**src/rtl/irq_arb_pkg.sv**
```systemverilog
package irq_arb_pkg;
  parameter int LvlW = 3;
  parameter int PriW = 3;
  parameter int VecW = 8;
  parameter int NumCtl = 2;

  typedef struct packed {
    logic            valid;
    logic [LvlW-1:0] level;
    logic [PriW-1:0] prio;
    logic [VecW-1:0] vec;
  } cand_t;

  typedef struct packed {
    logic            swAck;
    logic [LvlW-1:0] lvlSel;
  } ack_strb_t;

  function automatic logic beats(cand_t a, cand_t b);
    return a.valid && (!b.valid || a.level > b.level ||
                       (a.level == b.level && a.prio > b.prio));
  endfunction
endpackage

```
**src/rtl/irq_arb_ctrl.sv**
```systemverilog
module irq_arb_ctrl
  import irq_arb_pkg::*;
(
  input  logic [LvlW-1:0] ackSel,
  output ack_strb_t       strb
);
  always_comb begin
    strb.swAck  = (ackSel == '0);
    strb.lvlSel = ackSel;
  end
endmodule

```
**src/rtl/irq_arb_pick.sv**
```systemverilog
module irq_arb_pick
  import irq_arb_pkg::*;
#(
  parameter int NumSrc = 8
) (
  input  logic [NumSrc-1:0]           pend,
  input  logic [NumSrc-1:0]           mask,
  input  logic [NumSrc-1:0][LvlW-1:0] level,
  input  logic [NumSrc-1:0][PriW-1:0] prio,
  input  logic [NumSrc-1:0][VecW-1:0] vec,
  input  logic                        filtEn,
  input  logic [LvlW-1:0]             filtLvl,
  output cand_t                       best
);
  always_comb begin
    best = '0;
    for (int i = 0; i < NumSrc; i++) begin
      if (pend[i] && !mask[i] && level[i] != '0 &&
          (!filtEn || level[i] == filtLvl) &&
          beats('{valid: 1'b1, level: level[i], prio: prio[i], vec: vec[i]}, best)) begin
        best = '{valid: 1'b1, level: level[i], prio: prio[i], vec: vec[i]};
      end
    end
  end
endmodule

```
**src/rtl/irq_arb_dp.sv**
```systemverilog
module irq_arb_dp
  import irq_arb_pkg::*;
#(
  parameter int             NumSrc  = 8,
  parameter logic [VecW-1:0] SpurVec = 8'h18
) (
  input  logic                                    clk,
  input  logic                                    rstN,
  input  logic [NumCtl-1:0][NumSrc-1:0]           pend,
  input  logic [NumCtl-1:0][NumSrc-1:0]           mask,
  input  logic [NumCtl-1:0][NumSrc-1:0][LvlW-1:0] level,
  input  logic [NumCtl-1:0][NumSrc-1:0][PriW-1:0] prio,
  input  logic [NumCtl-1:0][NumSrc-1:0][VecW-1:0] vec,
  input  ack_strb_t                               strb,
  output logic [LvlW-1:0]                         winLevel,
  output logic [VecW-1:0]                         winVec,
  output logic [VecW-1:0]                         ackData
);
  cand_t winCand [NumCtl];
  cand_t lvlCand [NumCtl];
  cand_t winBest, lvlBest, ackBest;

  for (genvar g = 0; g < NumCtl; g++) begin : g_ctl
    irq_arb_pick #(.NumSrc(NumSrc)) uWin (
      .pend(pend[g]), .mask(mask[g]), .level(level[g]), .prio(prio[g]),
      .vec(vec[g]), .filtEn(1'b0), .filtLvl('0), .best(winCand[g]));
    irq_arb_pick #(.NumSrc(NumSrc)) uLvl (
      .pend(pend[g]), .mask(mask[g]), .level(level[g]), .prio(prio[g]),
      .vec(vec[g]), .filtEn(1'b1), .filtLvl(strb.lvlSel), .best(lvlCand[g]));
  end

  // lower controller index keeps the grant unless strictly beaten
  always_comb begin
    winBest = winCand[0];
    lvlBest = lvlCand[0];
    for (int c = 1; c < NumCtl; c++) begin
      if (beats(winCand[c], winBest)) winBest = winCand[c];
      if (beats(lvlCand[c], lvlBest)) lvlBest = lvlCand[c];
    end
    ackBest = strb.swAck ? winBest : lvlBest;
  end

  always_ff @(posedge clk) begin
    if (!rstN) begin
      winLevel <= '0;
      winVec   <= '0;
      ackData  <= '0;
    end else begin
      winLevel <= winBest.valid ? winBest.level : '0;
      winVec   <= winBest.valid ? winBest.vec   : SpurVec;
      ackData  <= ackBest.valid ? ackBest.vec   : SpurVec;
    end
  end
endmodule

```
**src/rtl/irq_arb.sv**
```systemverilog
module irq_arb
  import irq_arb_pkg::*;
#(
  parameter int NumSrc = 8
) (
  input  logic                        clk,
  input  logic                        rstN,
  input  logic [NumSrc-1:0]           c0Pend,
  input  logic [NumSrc-1:0]           c0Mask,
  input  logic [NumSrc-1:0][LvlW-1:0] c0Level,
  input  logic [NumSrc-1:0][PriW-1:0] c0Prio,
  input  logic [NumSrc-1:0][VecW-1:0] c0Vec,
  input  logic [NumSrc-1:0]           c1Pend,
  input  logic [NumSrc-1:0]           c1Mask,
  input  logic [NumSrc-1:0][LvlW-1:0] c1Level,
  input  logic [NumSrc-1:0][PriW-1:0] c1Prio,
  input  logic [NumSrc-1:0][VecW-1:0] c1Vec,
  input  logic [LvlW-1:0]             ackSel,
  output logic [LvlW-1:0]             winLevel,
  output logic [VecW-1:0]             winVec,
  output logic [VecW-1:0]             ackData
);
  ack_strb_t strb;

  irq_arb_ctrl uCtrl (.ackSel(ackSel), .strb(strb));

  irq_arb_dp #(.NumSrc(NumSrc)) uDp (
    .clk(clk), .rstN(rstN),
    .pend({c1Pend, c0Pend}), .mask({c1Mask, c0Mask}),
    .level({c1Level, c0Level}), .prio({c1Prio, c0Prio}),
    .vec({c1Vec, c0Vec}), .strb(strb),
    .winLevel(winLevel), .winVec(winVec), .ackData(ackData));
endmodule

```
**config.mk**
```make
export PLATFORM = sky130hd
export DESIGN_NAME = irq_arb
export DESIGN_NICKNAME = d
export VERILOG_FILES = /design/src/rtl/irq_arb_pkg.sv /design/src/rtl/irq_arb_ctrl.sv /design/src/rtl/irq_arb_pick.sv /design/src/rtl/irq_arb_dp.sv /design/src/rtl/irq_arb.sv
export SDC_FILE = /design/constraint.sdc
export NUM_CORES = 1
export LEC_CHECK = 0
export ABC_AREA = 0
export BUFFER_PORTS_ARGS = -buffer_cell sky130_fd_sc_hd__buf_4
export CAP_MARGIN = 15
export CELL_PAD_IN_SITES_DETAIL_PLACEMENT = 2
export CELL_PAD_IN_SITES_GLOBAL_PLACEMENT = 2
export CORE_ASPECT_RATIO = 0.9
export CORE_MARGIN = 2
export CORE_UTILIZATION = 33
export CTS_BUF_LIST = sky130_fd_sc_hd__clkbuf_4 sky130_fd_sc_hd__clkbuf_8
export CTS_CLUSTER_SIZE = 28
export DETAILED_ROUTE_END_ITERATION = 6
export PLACE_DENSITY = 0.95
export SLEW_MARGIN = 20
export SYNTH_ARGS = -nofsm -noshare
export SYNTH_HDL_FRONTEND = slang
export SYNTH_SLANG_ARGS = --single-unit
```
**constraint.sdc**
```tcl
create_clock -name clk -period 44.9 [get_ports clk]
set_clock_uncertainty 0.15 [all_clocks]
set_input_delay 6.735 -clock clk [delete_from_list [all_inputs] [get_ports clk]]
set_output_delay 6.735 -clock clk [all_outputs]
set_load 0.1 [all_outputs]
```
Word level (Yosys, flattened, before mapping)
Index checks and enable logic that the tools add are counted.
- $lt $le $gt $ge: 60
- reduce and logical (&&, ||, !) cells: 233
- equal/unequal tests: 46
- muxes and demuxes: 37
- operator list (operator ; count):
    $mux 15 ; 35
    $gt 3x3->1 ; 60
    $eq 3x3->1 ; 46
    $logic_and 1x1->1 ; 108
    $logic_or 1x1->1 ; 60
    $reduce_bool 3->1 ; 16
    $logic_not 1->1 ; 46
    $mux 5 ; 2
    $reduce_and 2->1 ; 2
    $logic_not 3->1 ; 1
- bits of input ports: 261
- flip-flop bits (word level): 19
- output and inout port bits: 19
- word-level logic and storage cells: 381

Depth between registers and ports, before layout
Gate-level depths: netlist (run 1).
- word-level depth: 47
- mapped depth: 83
- depth with buffers taken out: 74

Cells and area by module
A second synthesis (run 1) with hierarchy kept.
- cells, all modules: 1674
- area, all modules: 12167.9 um^2
- modules (own cells, without submodules) (module ; seq. area each (um^2) ; instances ; cells each ; area each (um^2)):
    irq_arb_pick at uDp.g_ctl[1].uLvl ; 0.0 ; 1 ; 391 ; 2805.2
    irq_arb_pick at uDp.g_ctl[1].uWin ; 0.0 ; 1 ; 391 ; 2758.9
    irq_arb_pick at uDp.g_ctl[0].uLvl ; 0.0 ; 1 ; 387 ; 2757.6
    irq_arb_pick at uDp.g_ctl[0].uWin ; 0.0 ; 1 ; 387 ; 2733.9
    irq_arb_dp ; 380.4 ; 1 ; 114 ; 1079.8
    irq_arb_ctrl ; 0.0 ; 1 ; 4 ; 32.5

Worst setup path before layout (run 1)
Ideal clock, no wire load.
- kind: input to register
- start: input c0Level[2] (netlist name)
- end: register uDp.ackData[4]
- cell stages on the path: 74
- buffers on the path: 8
- data required time: 44.658 ns
- arrival time: 20.877 ns
- path slack: 23.781 ns
- setup time: 0.092 ns
- cells stage by stage: or3_1 -> and2_1 -> clkbuf_1 -> nand2_1 -> ha_1 -> a21oi_1 -> o21ai_0 -> a211oi_2 -> nor2_1 -> clkbuf_1 -> nand2_1 -> nand2_1 -> ha_1 -> and3_1 -> nand4_1 -> a32oi_1 -> or2_2 -> clkbuf_1 -> (+38 left out) -> nor2b_1 -> o21a_1 -> o21ai_0 -> a41o_1 -> a21boi_1 -> clkbuf_1 -> mux2_2 -> ha_1 -> nor2b_1 -> o21a_1 -> o21ai_0 -> a41o_1 -> a21oi_1 -> or2_2 -> a2111oi_0 -> a311o_1 -> nor2_1 -> o32ai_1
- longest elaborated chain between the ends: 46
- RTL lines (what ; RTL line ; RTL):
    start, declared ; irq_arb.sv:10 ; input logic [NumSrc-1:0][LvlW-1:0] c0Level,
    $reduce_bool 3->1 ; irq_arb_pick.sv:18 ; if (pend[i] && !mask[i] && level[i] != '0 &&
    $logic_and 1x1->1 (2 in series) ; irq_arb_pick.sv:18 ;
    $mux 15 ; irq_arb_pick.sv:18 ;
    $gt 3x3->1, or another cell as far along ; irq_arb_pkg.sv:20 ; return a.valid && (!b.valid || a.level > b.level ||
    $logic_or 1x1->1 / $logic_and 1x1->1 (equally long branches) ; irq_arb_pkg.sv:20, irq_arb_pkg.sv:21 ;
    $logic_or 1x1->1 ; irq_arb_pkg.sv:20 ;
    $logic_and 1x1->1 ; irq_arb_pick.sv:19 ; (!filtEn || level[i] == filtLvl) &&
    $mux 15 ; irq_arb_pick.sv:18 ;
    (+29 left out) ; - ;
    $mux 15 ; irq_arb_pick.sv:18 ;
    $gt 3x3->1, or another cell as far along ; irq_arb_pkg.sv:20 ;
    $logic_or 1x1->1 / $logic_and 1x1->1 (equally long branches) ; irq_arb_pkg.sv:20, irq_arb_pkg.sv:21 ;
    $logic_or 1x1->1 ; irq_arb_pkg.sv:20 ;
    $logic_and 1x1->1 ; irq_arb_pkg.sv:20 ;
    $mux 15 ; irq_arb_dp.sv:38 ; if (beats(lvlCand[c], lvlBest)) lvlBest = lvlCand[c];
    $mux 15 * ; irq_arb_dp.sv:40 ; ackBest = strb.swAck ? winBest : lvlBest;
    $mux 5 * ; irq_arb_dp.sv:51 ; ackData <= ackBest.valid ? ackBest.vec : SpurVec;
    end signal, assigned ; irq_arb_dp.sv:51 ;
    end, declared ; irq_arb_dp.sv:17 ; output logic [VecW-1:0] ackData
Mark *: on every way between the ends. The rest lies on a longest branch, timed or not.
A chain may end at the register's enable or synchronous reset.

Final worst setup path (run 1)
- start: input c0Mask[0]
- end: register uDp.ackData[4]
- longest elaborated chain between the ends: 47
- RTL lines (what ; RTL line ; RTL):
    start, declared ; irq_arb.sv:9 ; input logic [NumSrc-1:0] c0Mask,
    $logic_not 1->1 * ; irq_arb_pick.sv:18 ;
    $logic_and 1x1->1 * (2 in series) ; irq_arb_pick.sv:18 ;
    $logic_and 1x1->1 ; irq_arb_pick.sv:18 ;
    $mux 15 ; irq_arb_pick.sv:18 ;
    $gt 3x3->1, or another cell as far along ; irq_arb_pkg.sv:20 ;
    $logic_or 1x1->1 / $logic_and 1x1->1 (equally long branches) ; irq_arb_pkg.sv:20, irq_arb_pkg.sv:21 ;
    $logic_or 1x1->1 ; irq_arb_pkg.sv:20 ;
    $logic_and 1x1->1 ; irq_arb_pick.sv:19 ;
    (+30 left out) ; - ;
    $mux 15 ; irq_arb_pick.sv:18 ;
    $gt 3x3->1, or another cell as far along ; irq_arb_pkg.sv:20 ;
    $logic_or 1x1->1 / $logic_and 1x1->1 (equally long branches) ; irq_arb_pkg.sv:20, irq_arb_pkg.sv:21 ;
    $logic_or 1x1->1 ; irq_arb_pkg.sv:20 ;
    $logic_and 1x1->1 ; irq_arb_pkg.sv:20 ;
    $mux 15 ; irq_arb_dp.sv:38 ;
    $mux 15 * ; irq_arb_dp.sv:40 ;
    $mux 5 * ; irq_arb_dp.sv:51 ;
Marked as above.

==> results.py, run 1 <==
metrics = {
    "outcome": {
        "outcome": "finished, final reports clean",
    },
    "finish": {
        "nNetsFinal": 2217,
        "final_layout_size_suffix_gt1_share_pct": 23.0,
        "utilization_pct": 41.1,
        "area.growth.synth_to_final_pct": 23.2,
    },
    "setup_path": {
        "required_ns": 44.92,
        "arrival_ns": 25.70,
        "cpPeakStageDelay_ns": 0.87,
        "cpMostUsedCell": "ha_1",
        "critPathLaunchType": "input pin",
        "slowest_stage": "nor2_1",
        "cp-end-kind": "flop",
        "crit_type": "in2reg",
        "worstPathMaxFanout": 28,
    },
    "power_and_ir_drop": {
        "power.density_nw_per_um2": 24.6,
        "ir_worst_vdd_v": 0.0000310,
        "p_leak_nw": 6.02,
    },
    "placement": {
        "portBuffers": 279,
        "gp_congestion": 0.966,
        "dpl.hpwl_microns": 50900,
        "dpl_worst_slack_ns": 18.73,
    },
    "grt": {
        "grtUsageMet3_pct": 3.56,
        "grt_use_total_pct": 32.9,
        "met2_usage_pct": 56.1,
        "met1_usage_pct": 42.3,
        "top_usage_layer": "met2",
        "grt_max_degree": 29,
        "grt_pass1_vias": 15100,
        "gr-total-overflow": 0,
        "grt_pass1_wl_microns": 89200,
        "antenna_found_initial": 11,
    },
    "clock_tree": {
        "clockBufferDepth": 2,
        "numCtsBuffers": 3,
        "clock-sinks": 19,
        "h-tree-depth": 1,
        "cts_setup_buffers": 0,
        "cts_resized": 0,
        "cts_hold_repair.buffers": 0,
        "path_clk_slew_ns": 0.08,
        "cts_tree": "yes",
        "clockRootBuffer": "clkbuf_8",
    },
    "detailed_routing": {
        "final_antenna_net_count": 0,
        "vias_per_cell": 6.39,
        "wl_microns": 61300,
        "via_count": 14200,
        "drtPass1Iterations": 5,
        "drc": 0,
        "wl_per_cell_microns": 27.7,
        "drtIter0Drc": 1038,
    },
    "sta": {
        "period_needed_ns": 25.68,
        "post-route-period-util_pct": 57.2,
        "grt_setup_unrepaired": "false",
        "setup_tns_ns": 0,
        "fmax_mhz": 38.9,
        "worst_slack_ns": 19.22,
        "worstMarginPinSlew_ns": 1.08,
        "drv_slew": 0,
        "hold_slack_ns": 6.66,
        "relSlewSlack_pct": 27.7,
        "finalHoldViolations": 0,
        "finalSetupViolations": 0,
    },
    "yosys": {
        "syn-num-nets": 1989,
        "synth_top_cell_by_area": "ha_1",
        "synth.top_cells.by_area": "ha_1, mux2_2, nand2_1, a21oi_1, nor2_1",
        "synth_cell_types": 86,
        "async_flop_share_pct": 0,
        "syn_area_sq_um": 10900,
        "syn_inst": 1552,
        "ys.flop_type": "dfxtp_1",
        "yosysWarnings": 0,
        "synth-seq-cells": 19,
        "synth.most_common_cell": "ha_1",
        "synth.avg_cell_area_sq_um": 7.04,
        "synth_edf_count": 0,
        "seq_area_frac_synth_pct": 3.48,
        "netlist.area_leader.share_pct": 20.2,
        "synthTopCellsByCount": "ha_1, nand2_1, nor2_1",
    },
    "floorplanning": {
        "coreArea_sq_um": 32800,
        "io_pins": 280,
        "fp-row-count": 63,
        "fp.dieW_microns": 196,
        "start_util_pct": 33.3,
        "die_y_microns": 177,
        "die-area_sq_um": 34600,
    },
    "min_path": {
        "hold_class": "in2reg",
    },
    "run": {
        "drv_cap": 0,
    },
}
-- logic make-up after synthesis --
family          synth area share, %
compound gates                 30.3
xor+xnor                       3.93
fa+ha+maj                      20.2
buf+inv                        6.76
flops                          3.48
mux                            11.5
simple gates                   23.9
-- metrics by stage --
step                total power [mW]  cell area (sq um)  cells
global route                   0.350              13500   2212
floorplan                      0.210              10900   1552
global placement               0.285              13400   2196
detailed placement             0.307              13400   2196
CTS                            0.320              13400   2200
finish                         0.331              13500   2214
-- placed cells by master, fill, tap and decap left out, types with 13 or more instances in the layout --
cell type and n:
buf_4 291, ha_1 176, nand2_1 169, nor2_1 121, inv_1 118, a21oi_1 94, o21ai_0 73, mux2_2 72
nand3_1 50, o211ai_1 48, mux2i_1 45, xnor2_1 34, nor2b_1 32, o21a_1 25, nand2b_1 24, and3_1 23
a31oi_1 23, nor3_1 22, and2_1 21, a21o_1 21, dfxtp_1 19, nand4_1 17, xor2_1 15, o22ai_1 15
a221oi_1 15, diode_2 13, a31o_2 13, a211oi_1 13
-- power by group --
part	switching (mW)	internal, mW
sequential	0.00432	0.0230
clock	0.00610	0.00618
combinational	0.189	0.102
-- per-layer routing --
| layer | vias up | part of all wire (%) |
|---|---|---|
| met2 | 622 | 47 |
| met4 | 0 | 4.9 |
| met1 | 7106 | 43 |
| met3 | 173 | 5.6 |
| li1 | 6253 | - |
| met5 | - | 0 |
-- cell type report --
type / instances / area, sq um
Clock buffer: 3 / 41.3
Tap cell: 422 / 528
Inverter: 118 / 443
Multi-Input combinational cell: 1346 / 9850
Clock inverter: 1 / 5.00
Sequential cell: 19 / 380
Timing Repair Buffer: 292 / 2190
Fill cell: 3936 / 19300
Antenna cell: 13 / 32.5
-- critical path, delay by kind of cell --
kind                     cells  cell delay [ns]
AO/OA/AOI/OAI               30             7.70
multiplexers                 4             1.57
adder cells (fa/ha/maj)      8             2.69
buffers and inverters        6             0.98
AND/OR/NAND/NOR             21             5.98
-- state kept, by name (all words and copies together) (netlist names) --
register	flops
uDp.winVec	8
uDp.ackData	8
uDp.winLevel	3
-- final timing paths --
kind / from / end / slack (ns) / cells after the start
worst min-delay path: rstN / uDp.ackData[3]$_SDFF_PN0_ / 6.66 / 3
worst max-delay path: c0Mask[0] / uDp.ackData[4]$_SDFF_PN0_ / 19.22 / 69
No activity file was read; power rests on OpenSTA's default activity.
==> inputs of run 2 (changes only) <==
--- a/config.mk
+++ b/config.mk
@@ -12,7 +12,7 @@
 export CELL_PAD_IN_SITES_GLOBAL_PLACEMENT = 2
 export CORE_ASPECT_RATIO = 0.9
 export CORE_MARGIN = 2
-export CORE_UTILIZATION = 33
+export CORE_UTILIZATION = 31
 export CTS_BUF_LIST = sky130_fd_sc_hd__clkbuf_4 sky130_fd_sc_hd__clkbuf_8
 export CTS_CLUSTER_SIZE = 28
 export DETAILED_ROUTE_END_ITERATION = 6
==> constraint.sdc (replaced) <==
create_clock -name clk -period 24.1 [get_ports clk]
set_clock_uncertainty 0.15 [all_clocks]
set_input_delay 3.615 -clock clk [delete_from_list [all_inputs] [get_ports clk]]
set_output_delay 3.615 -clock clk [all_outputs]
set_load 0.1 [all_outputs]
==> run 2 against run 1 <==
Against the previous run:
- wire length rose by 1.5%
- non-clock buffer count fell by 1
- combinational power rose by 86%
- sequential cell count did not move
- sequential power rose by 79%
- die area rose by 6.3%
- critical path type unchanged
- clock power rose by 86%
- via count rose by 0.33%
- worst hold slack got worse by 3.1 ns
- first-iteration DRC count fell by 13%
- final cell count rose by 2.1%
- global-route usage fell by 0.85 points
==> results.py, run 2 (synthesis gave the netlist of run 1 again) <==
metrics = {
    "detailed_routing": {
        "final_antenna_net_count": 0,
        "drc": 0,
        "wl_microns": 62200,
        "drtPass1Iterations": 5,
        "vias_per_cell": 6.28,
        "drtIter0Drc": 903,
        "via_count": 14200,
        "wl_per_cell_microns": 27.5,
    },
    "sta": {
        "grt_setup_unrepaired": "false",
        "finalHoldViolations": 0,
        "drv_slew": 0,
        "finalSetupViolations": 0,
        "period_needed_ns": 21.98,
        "worstMarginPinSlew_ns": 1.13,
        "hold_slack_ns": 3.55,
        "relSlewSlack_pct": 24.8,
        "setup_tns_ns": 0,
        "post-route-period-util_pct": 91.2,
        "fmax_mhz": 45.5,
    },
    "setup_path": {
        "critPathLaunchType": "input pin",
        "slowest_stage": "nor3_1",
        "cpMostUsedCell": "ha_1",
        "cpPeakStageDelay_ns": 0.77,
        "arrival_ns": 21.96,
        "crit_type": "in2reg",
        "worstPathMaxFanout": 28,
        "cp-end-kind": "flop",
        "required_ns": 24.08,
    },
    "clock_tree": {
        "numCtsBuffers": 3,
        "cts_setup_buffers": 0,
        "path_clk_slew_ns": 0.08,
        "cts_hold_repair.buffers": 0,
        "cts_resized": 0,
        "clockBufferDepth": 2,
        "cts_tree": "yes",
        "clockRootBuffer": "clkbuf_8",
        "clock-sinks": 19,
        "h-tree-depth": 1,
    },
    "floorplanning": {
        "die-area_sq_um": 36800,
        "coreArea_sq_um": 34900,
        "fp-row-count": 65,
        "fp.dieW_microns": 202,
        "start_util_pct": 31.3,
        "die_y_microns": 182,
        "io_pins": 280,
    },
    "grt": {
        "antenna_found_initial": 13,
        "grt_use_total_pct": 32.1,
        "gr-total-overflow": 0,
        "grt_pass1_wl_microns": 92900,
        "grt_pass1_vias": 15700,
        "grt_max_degree": 29,
    },
    "finish": {
        "final_layout_size_suffix_gt1_share_pct": 23.0,
        "fin_area_sq_um": 13500,
        "area.growth.synth_to_final_pct": 23.8,
        "final_common_cell": "buf_4",
        "layout_common_cells": "buf_4, ha_1, nand2_1",
        "regArea_sq_um": 380,
        "nNetsFinal": 2216,
        "top_regs": "uDp.ackData x8, uDp.winVec x8, uDp.winLevel x3",
        "fillers": 4086,
        "multi_input_area_sq_um": 9850,
    },
    "power_and_ir_drop": {
        "p_leak_nw": 6.02,
        "power.density_nw_per_um2": 45.3,
        "ir_worst_vdd_v": 0.0000335,
    },
    "placement": {
        "portBuffers": 279,
        "gp_congestion": 0.955,
        "dpl.hpwl_microns": 53000,
        "dpl-instance-area_sq_um": 13400,
    },
    "min_path": {
        "hold_class": "in2reg",
    },
    "outcome": {
        "outcome": "finished, final reports clean",
    },
    "run": {
        "drv_cap": 0,
    },
}
run 2: cell count changes in the layout (fill, tap and decap cells not counted):
cell and change:
nor2_2 +1, diode_2 +1, clkbuf_2 -1, nor2_1 -1
run 2: stage by stage:
stage	cells	utilization, %	power (mW)	setup slack, ns
4_1_cts	2247	38.6	0.598	1.58
3_3_place_gp	2243	38.5	0.529	2.86
3_5_place_dp	2243	38.5	0.574	1.44
6_report	2261	38.8	0.613	2.12
2_1_floorplan	1552	-	0.391	6.10
5_1_grt	2260	38.8	0.651	1.43
run 2: worst paths after layout:
path	start	endpoint	slack, ns	cells past startpoint
min	rstN	uDp.ackData[3]$_SDFF_PN0_	3.55	3
max	ackSel[0]	uDp.ackData[7]$_SDFF_PN0_	2.12	71
run 2: power by group:
part	internal, mW	switching (mW)
combinational	0.191	0.350
clock	0.0115	0.0114
sequential	0.0429	0.00623
total	0.245	0.367
run 2: metal layers:
| metal | vias up | track usage (%) | routed length [microns] |
|---|---|---|---|
| met5 | - | 0 | 0 |
| met4 | 0 | 17.6 | 3790 |
| met3 | 213 | 4.07 | 4160 |
| met2 | 664 | 53.6 | 28800 |
| met1 | 7068 | 40.0 | 25400 |
| li1 | 6256 | - | - |
run 2: layout make-up:
cell class | count | area share [%]
timing repair buffer | 291 | 16.2
clock buffer | 3 | 0.305
clock inverter | 1 | 0.0370
sequential | 19 | 2.81
antenna | 14 | 0.259
inverter | 118 | 3.27
tap | 469 | 4.34
multi-input combinational | 1346 | 72.8
run 2: critical path, delay by kind of cell:
family,cells,cell delay (ns)
AOI/OAI and AO/OA,31,8.20
and+or+nand+nor,20,4.17
adders and majority gates,8,2.53
muxes,5,1.77
buffers and inverters,6,1.44
xor gates and xnor gates,1,0.12
